--- config.mk ---
export PLATFORM = sky130hd
export DESIGN_NAME = mdio_mgmt_master
export DESIGN_NICKNAME = d
export VERILOG_FILES = /design/src/rtl/mdio_mgmt_pkg.sv /design/src/rtl/mdio_half_timer.sv /design/src/rtl/mdio_frame_fmt.sv /design/src/rtl/mdio_frame_seq.sv /design/src/rtl/mdio_mgmt_master.sv
export SDC_FILE = /design/constraint.sdc
export NUM_CORES = 1
export LEC_CHECK = 0
export BUFFER_PORTS_ARGS = -buffer_cell sky130_fd_sc_hd__buf_2
export CELL_PAD_IN_SITES_DETAIL_PLACEMENT = 1
export CELL_PAD_IN_SITES_GLOBAL_PLACEMENT = 2
export CORE_UTILIZATION = 30
export DETAILED_ROUTE_END_ITERATION = 10
export PLACE_DENSITY_LB_ADDON = 0.1
export SLEW_MARGIN = 25
export SYNTH_ARGS = -nofsm -noshare
export SYNTH_HDL_FRONTEND = slang
export SYNTH_HIERARCHICAL = 1
export SYNTH_SLANG_ARGS = --single-unit
--- constraint.sdc ---
create_clock -name clk -period 2.87 [get_ports clk]
set_input_delay 0.1435 -clock clk [delete_from_list [all_inputs] [get_ports clk]]
set_output_delay 0.1435 -clock clk [all_outputs]
set_load 0.005 [all_outputs]
--- src/rtl/mdio_mgmt_pkg.sv ---
package mdio_mgmt_pkg;

    localparam int PRE_BITS   = 32;
    localparam int FRAME_BITS = PRE_BITS + 32;
    localparam int BIT_W      = $clog2(FRAME_BITS);
    localparam int TA_IDX     = PRE_BITS + 14;
    localparam int DATA_IDX   = PRE_BITS + 16;
    localparam int REG_W      = 32;
    localparam int WORD_W     = 16;
    localparam int ID_W       = 5;

    localparam logic [7:0] OFF_MODE = 8'h40;
    localparam logic [7:0] OFF_ADDR = 8'h44;
    localparam logic [7:0] OFF_WDAT = 8'h48;
    localparam logic [7:0] OFF_RDAT = 8'h4C;
    localparam logic [7:0] OFF_CMD  = 8'h50;

    typedef enum logic [1:0] {
        SEQ_IDLE,
        SEQ_MDC_LO,
        SEQ_MDC_HI
    } seq_state_e;

    typedef struct packed {
        logic [FRAME_BITS-1:0] bits;
        logic                  is_read;
        logic                  valid;
    } frame_t;

endpackage

--- src/rtl/mdio_half_timer.sv ---
module mdio_half_timer #(
    parameter int HALF = 20
) (
    input  logic clk,
    input  logic rst_n,
    input  logic run,
    output logic half_end
);
    localparam int CNT_W = (HALF > 1) ? $clog2(HALF) : 1;
    localparam logic [CNT_W-1:0] LAST = CNT_W'(HALF - 1);

    logic [CNT_W-1:0] cnt_q;

    always_ff @(posedge clk or negedge rst_n) begin
        if (!rst_n) begin
            cnt_q <= '0;
        end else if (!run || cnt_q == LAST) begin
            cnt_q <= '0;
        end else begin
            cnt_q <= cnt_q + 1'b1;
        end
    end

    assign half_end = run && (cnt_q == LAST);

endmodule

--- src/rtl/mdio_frame_fmt.sv ---
module mdio_frame_fmt
    import mdio_mgmt_pkg::*;
(
    input  logic              ext_mode,
    input  logic [1:0]        code,
    input  logic [ID_W-1:0]   phy_id,
    input  logic [ID_W-1:0]   reg_id,
    input  logic [WORD_W-1:0] word,
    output frame_t            frm
);
    logic [1:0]        st_f;
    logic [1:0]        op_f;
    logic [1:0]        ta_f;
    logic [WORD_W-1:0] data_f;
    logic              rd;
    logic              ok;

    always_comb begin
        if (ext_mode) begin
            st_f = 2'b00;
            ok   = (code != 2'd3);
            rd   = (code == 2'd2);
            unique case (code)
                2'd0:    op_f = 2'b00;
                2'd1:    op_f = 2'b01;
                2'd2:    op_f = 2'b11;
                default: op_f = 2'b00;
            endcase
        end else begin
            st_f = 2'b01;
            ok   = 1'b1;
            rd   = ~code[0];
            op_f = code[0] ? 2'b01 : 2'b10;
        end
        ta_f   = rd ? 2'b11 : 2'b10;
        data_f = rd ? {WORD_W{1'b1}} : word;
        frm.bits    = {{PRE_BITS{1'b1}}, st_f, op_f, phy_id, reg_id, ta_f, data_f};
        frm.is_read = rd;
        frm.valid   = ok;
    end

endmodule

--- src/rtl/mdio_frame_seq.sv ---
module mdio_frame_seq
    import mdio_mgmt_pkg::*;
(
    input  logic              clk,
    input  logic              rst_n,
    input  logic              launch,
    input  frame_t            frm,
    input  logic              half_end,
    input  logic              mdio_in,
    output logic              mdc,
    output logic              mdio_out,
    output logic              mdio_oe,
    output logic              busy,
    output logic              rd_done,
    output logic [WORD_W-1:0] cap,
    output logic [BIT_W-1:0]  bit_idx,
    output logic              rd_frame
);
    localparam logic [BIT_W-1:0] LAST_BIT = BIT_W'(FRAME_BITS - 1);
    localparam logic [BIT_W-1:0] TA_BIT   = BIT_W'(TA_IDX);
    localparam logic [BIT_W-1:0] DAT_BIT  = BIT_W'(DATA_IDX);

    seq_state_e            state_q, state_d;
    logic [FRAME_BITS-1:0] sh_q;
    logic [BIT_W-1:0]      bit_q;
    logic                  rd_q;
    logic [WORD_W-1:0]     cap_q;
    logic                  last_bit;

    assign last_bit = (bit_q == LAST_BIT);

    // state register
    always_ff @(posedge clk or negedge rst_n) begin
        if (!rst_n) begin
            state_q <= SEQ_IDLE;
        end else begin
            state_q <= state_d;
        end
    end

    // transitions
    always_comb begin
        state_d = state_q;
        unique case (state_q)
            SEQ_IDLE:   if (launch)   state_d = SEQ_MDC_LO;
            SEQ_MDC_LO: if (half_end) state_d = SEQ_MDC_HI;
            SEQ_MDC_HI: if (half_end) state_d = last_bit ? SEQ_IDLE : SEQ_MDC_LO;
            default:                  state_d = SEQ_IDLE;
        endcase
    end

    // frame shifter, bit counter and capture
    always_ff @(posedge clk or negedge rst_n) begin
        if (!rst_n) begin
            sh_q  <= '0;
            bit_q <= '0;
            rd_q  <= 1'b0;
            cap_q <= '0;
        end else begin
            unique case (state_q)
                SEQ_IDLE: begin
                    if (launch) begin
                        sh_q  <= frm.bits;
                        bit_q <= '0;
                        rd_q  <= frm.is_read;
                    end
                end
                SEQ_MDC_LO: begin
                    if (half_end && bit_q >= DAT_BIT) begin
                        cap_q <= {cap_q[WORD_W-2:0], mdio_in};
                    end
                end
                SEQ_MDC_HI: begin
                    if (half_end) begin
                        if (last_bit) begin
                            bit_q <= '0;
                        end else begin
                            bit_q <= bit_q + 1'b1;
                            sh_q  <= {sh_q[FRAME_BITS-2:0], 1'b0};
                        end
                    end
                end
                default: ;
            endcase
        end
    end

    // outputs
    always_comb begin
        busy     = (state_q != SEQ_IDLE);
        mdc      = (state_q == SEQ_MDC_HI);
        mdio_out = sh_q[FRAME_BITS-1];
        mdio_oe  = busy && !(rd_q && bit_q >= TA_BIT);
        rd_done  = (state_q == SEQ_MDC_HI) && half_end && last_bit && rd_q;
        cap      = cap_q;
        bit_idx  = bit_q;
        rd_frame = rd_q;
    end

endmodule

--- src/rtl/mdio_mgmt_master.sv ---
module mdio_mgmt_master
    import mdio_mgmt_pkg::*;
#(
    parameter int REF_HZ     = 100_000_000,
    parameter int MDC_MAX_HZ = 2_500_000
) (
    input  logic        clk,
    input  logic        rst_n,
    input  logic        bus_sel,
    input  logic        bus_wr,
    input  logic [7:0]  bus_addr,
    input  logic [31:0] bus_wdata,
    output logic [31:0] bus_rdata,
    output logic        mdc,
    input  logic        mdio_in,
    output logic        mdio_out,
    output logic        mdio_oe
);
    localparam int HALF = (REF_HZ + 2 * MDC_MAX_HZ - 1) / (2 * MDC_MAX_HZ);

    logic              ext_q;
    logic [ID_W-1:0]   phy_q;
    logic [ID_W-1:0]   reg_q;
    logic [WORD_W-1:0] wdat_q;
    logic [WORD_W-1:0] rdat_q;

    logic              wr_en;
    logic              cmd_start_wr;
    logic              launch;
    logic              busy;
    logic              half_end;
    logic              rd_done;
    logic              rd_frame;
    logic [WORD_W-1:0] cap;
    logic [BIT_W-1:0]  bit_idx;
    frame_t            frm;
    logic              unused_bits;

    assign wr_en        = bus_sel && bus_wr;
    assign cmd_start_wr = wr_en && (bus_addr == OFF_CMD) && bus_wdata[8];
    assign launch       = cmd_start_wr && !busy && frm.valid;
    assign unused_bits  = ^{bus_wdata[31:17], bus_wdata[16], bus_wdata[7:5], bus_wdata[15:13]};

    always_ff @(posedge clk or negedge rst_n) begin
        if (!rst_n) begin
            ext_q  <= 1'b0;
            phy_q  <= '0;
            reg_q  <= '0;
            wdat_q <= '0;
        end else if (wr_en) begin
            unique case (bus_addr)
                OFF_MODE: ext_q  <= bus_wdata[8];
                OFF_ADDR: begin
                    phy_q <= bus_wdata[12:8];
                    reg_q <= bus_wdata[4:0];
                end
                OFF_WDAT: wdat_q <= bus_wdata[15:0];
                default: ;
            endcase
        end
    end

    always_ff @(posedge clk or negedge rst_n) begin
        if (!rst_n) begin
            rdat_q <= '0;
        end else if (rd_done) begin
            rdat_q <= cap;
        end
    end

    always_comb begin
        bus_rdata = '0;
        unique case (bus_addr)
            OFF_MODE: bus_rdata[8]     = ext_q;
            OFF_ADDR: begin
                bus_rdata[12:8] = phy_q;
                bus_rdata[4:0]  = reg_q;
            end
            OFF_WDAT: bus_rdata[15:0]  = wdat_q;
            OFF_RDAT: bus_rdata[15:0]  = rdat_q;
            OFF_CMD:  bus_rdata[16]    = busy;
            default: ;
        endcase
    end

    mdio_frame_fmt u_fmt (
        .ext_mode (ext_q),
        .code     (bus_wdata[1:0]),
        .phy_id   (phy_q),
        .reg_id   (reg_q),
        .word     (wdat_q),
        .frm      (frm)
    );

    mdio_half_timer #(.HALF(HALF)) u_timer (
        .clk      (clk),
        .rst_n    (rst_n),
        .run      (busy),
        .half_end (half_end)
    );

    mdio_frame_seq u_seq (
        .clk      (clk),
        .rst_n    (rst_n),
        .launch   (launch),
        .frm      (frm),
        .half_end (half_end),
        .mdio_in  (mdio_in),
        .mdc      (mdc),
        .mdio_out (mdio_out),
        .mdio_oe  (mdio_oe),
        .busy     (busy),
        .rd_done  (rd_done),
        .cap      (cap),
        .bit_idx  (bit_idx),
        .rd_frame (rd_frame)
    );

endmodule

==> summary.md <==
| Metric | Value |
|---|---|
| Synth-to-Final Area Change | `14.3%` |
| Ant. Diodes | `0` |
| Setup repair after global routing missed its margin | `false` |
| Setup violators final | `0` |
| Outcome | `complete, no violations` |
| Hold path start | `bus_wdata[0]` |
| Peak supply drop | `about 0.00031 V` |
| Commonest non-fill, non-tap cell in the layout | `mux2_2` |
| TNS Setup | `0 ns` |
| Post-synth EDFFs | `0` |
| Post-synth cell types | `between 50 and 60` |
| Die Ht | `159 µm` |
| TritonCTS clock tree | `done` |
| Total track usage | `a little over an eighth` |
| Reg clk slew, reported paths | `0.07 ns` |
| Vias in the first global route | `about 4.7k` |
| Final Slew Violations | `0` |
| Final Hold Viols | `0` |
| Hold slack | `0.0524 ns` |
| Clock root buffer | `clkbuf_16` |
| Final Total Pwr | `about 4.3 mW` |
| Final Cycle Share | `95.4%` |
| Site row count | `between 50 and 60` |
| Peak fanout along the critical path | `64` |
| Ys flop type | `dfrtp_1` |
| Hold-fix buffers, CTS | `15` |
| Pre-CTS setup slack | `around 0.12 ns` |
| FF+latch count, synth | `137` |
| Fin worst setup slack | `0.132 ns` |
| Power per Cell Area | `512 nW/µm²` |
| CP Launch Point | `u_timer/cnt_q[0]$_DFF_PN0_` |
| WL/cell | `16.7 µm` |
| Nets@finish | `677` |
| DR iter-0 viols | `120` |
| Critical Path RT | `3.17 ns` |
| Total gr overflow | `0` |
| Gate count of the mapped netlist | `575` |
| Reg-to-reg startpoint | `u_timer/cnt_q[0]$_DFF_PN0_` |
| Crit path DAT | `a little over 3 ns` |
| Share of flip-flops with an asynchronous set or reset | `100%` |
| Initial antenna violation count | `1` |
| CP Capture Type | `register` |
| Die W | `159 µm` |
| I/O pin count | `80` |
| DRT Pass-1 Iters | `4` |
| CTS Buf Count | `17` |
| Critical path type | `reg -> reg` |
| Starting Density | `30.5%` |
| GP Congestion | `~0.76` |
| Cell Area, Synth | `7380 µm²` |
| Upper clock frequency limit | `365 MHz` |
| Final wirelength | `16,200 µm` |
| Clk_lat worst skew | `around 0.42 ns` |
| Relative slew slack | `roughly 41%` |
| Via/cell ratio | `4.52` |
| Fraction of layout cells with a size suffix above 1 | `between 40 and 50%` |
| HPWL after DPL | `11,000 µm` |
| Post-synthesis sequential area ratio | `46.4%` |
| Pin count of the biggest net entering global routing | `78` |
| DR DRC count | `0` |
| Final Non-Filler Cells | `approximately 970` |
| Core footprint | `24,200 µm²` |
| H-tree levels | `4` |
| First-pass GRT wire length | `26,800 µm` |
| Vias | `between 4k and 5k` |
| Warnings, synthesis | `6` |
| Placed Cells | `between 900 and 1k` |
| Port Buf Inserts | `48` |
| Post-cts sizing count | `0` |
| Pleak | `4.07 nW` |
| Main area contributors after synthesis | `dfrtp_1 46%, mux2_2 29%, buf_4 6.7%` |
| Worst Hold Class | `in -> reg` |
| ANT nets after route | `0` |
| Clk buf depth | `2` |
| CP Launch Type | `register` |
| CTS Sinks | `137` |
| Setup bufs post-CTS | `0` |
| Die area | `25,200 µm²` |
| Most frequent cells in the layout | `187 x mux2_2, 137 x dfrtp_1, 49 x conb_1` |
| Avg Cell Area, Syn | `between 10 and 15 µm²` |
| Final Skew | `0.0114 ns` |
| MaxCap Viol Count | `0` |
| Area leader, netlist | `dfrtp_1` |
| Period minus WS final | `~2.7 ns` |
| Slew at the pin with the worst max-slew slack | `0.881 ns` |
| Area share of the largest cell type after synthesis | `46.4%` |
==> worst max-delay path, cell delays in order (launching register included) <==
cell and delay, ns:
dfrtp_1 0.38, ha_1 0.25, and3b_4 0.23, and2_1 0.30, mux2i_1 0.32, a211oi_4 0.32
buf_12 0.34, mux2_2 0.39
==> metal layers <==
layer	track usage (%)	up-vias	part of all wire (%)
li1	-	2043	-
met1	18.3	2243	48
met2	21.9	52	48
met3	2.85	18	2.3
met4	4.68	2	1.4
met5	0	-	0.068
==> path summary, 6_finish.rpt <==
check,cells after the start,slack [ns],end
max in group asynchronous,3,1.55,u_seq/sh_q[31]$_DFFE_PN0P_
setup reg to reg,7,0.13,u_seq/sh_q[26]$_DFFE_PN0P_
setup / recovery,7,0.13,u_seq/sh_q[26]$_DFFE_PN0P_
min in group asynchronous,2,0.34,u_timer/cnt_q[4]$_DFF_PN0_
hold reg to reg,1,0.48,u_timer/cnt_q[0]$_DFF_PN0_
hold / removal,2,0.05,wdat_q[0]$_DFFE_PN0P_
==> sequential cells by signal, summed over array words and instances, names as in the netlist <==
| name | count |
|---|---|
| ext_q | 1 |
| reg_q | 5 |
| u_seq/cap | 16 |
| u_seq/rd_frame | 1 |
| u_seq/bit_idx | 6 |
| phy_q | 5 |
| u_seq/sh_q | 64 |
| u_timer/cnt_q | 5 |
| u_seq/state_q | 2 |
| rdat_q | 16 |
| wdat_q | 16 |
==> layout make-up <==
class                   count  area, µm²
fillers                  2622      15800
repair buffers             79        567
multi-input cells         386       3430
flip-flops and latches    137       3430
clock inverters            15        155
clock buffers              17        425
well taps                 324        405
inverters                   7       26.3
==> cell usage after synthesis (9+ instances only) <==
library cell and count:
mux2_2 187, dfrtp_1 137, buf_4 66, nor2_1 22, nand2_1 15, a22oi_1 10
mux2_4 10, mux2i_1 10, nand3b_1 9, nand3b_2 9
==> stage by stage <==
stage	util [%]	area, µm²
floorplan	-	7560
global placement	31.8	7710
detailed placement	31.8	7710
CTS	34.8	8440
global route	34.8	8440
finish	34.8	8440
==> where the power goes <==
part / leakage, nW / total [mW] / internal [mW] / switching (mW)
logic: 1.91 / 0.206 / 0.0943 / 0.112
registers: 1.88 / 1.95 / 1.94 / 0.0117
clock network: 0.285 / 2.17 / 1.23 / 0.937
==> cells by family after synthesis <==
group | synth area share [%]
muxes | 32.1
DFF | 46.4
buffers and inverters | 9.52
and+or+nand+nor | 7.79
AOI/OAI and AO/OA | 3.25
adders and majority gates | 0.678
other | 0.152
xor gates and xnor gates | 0.119
(Power assumes the default switching activity.)
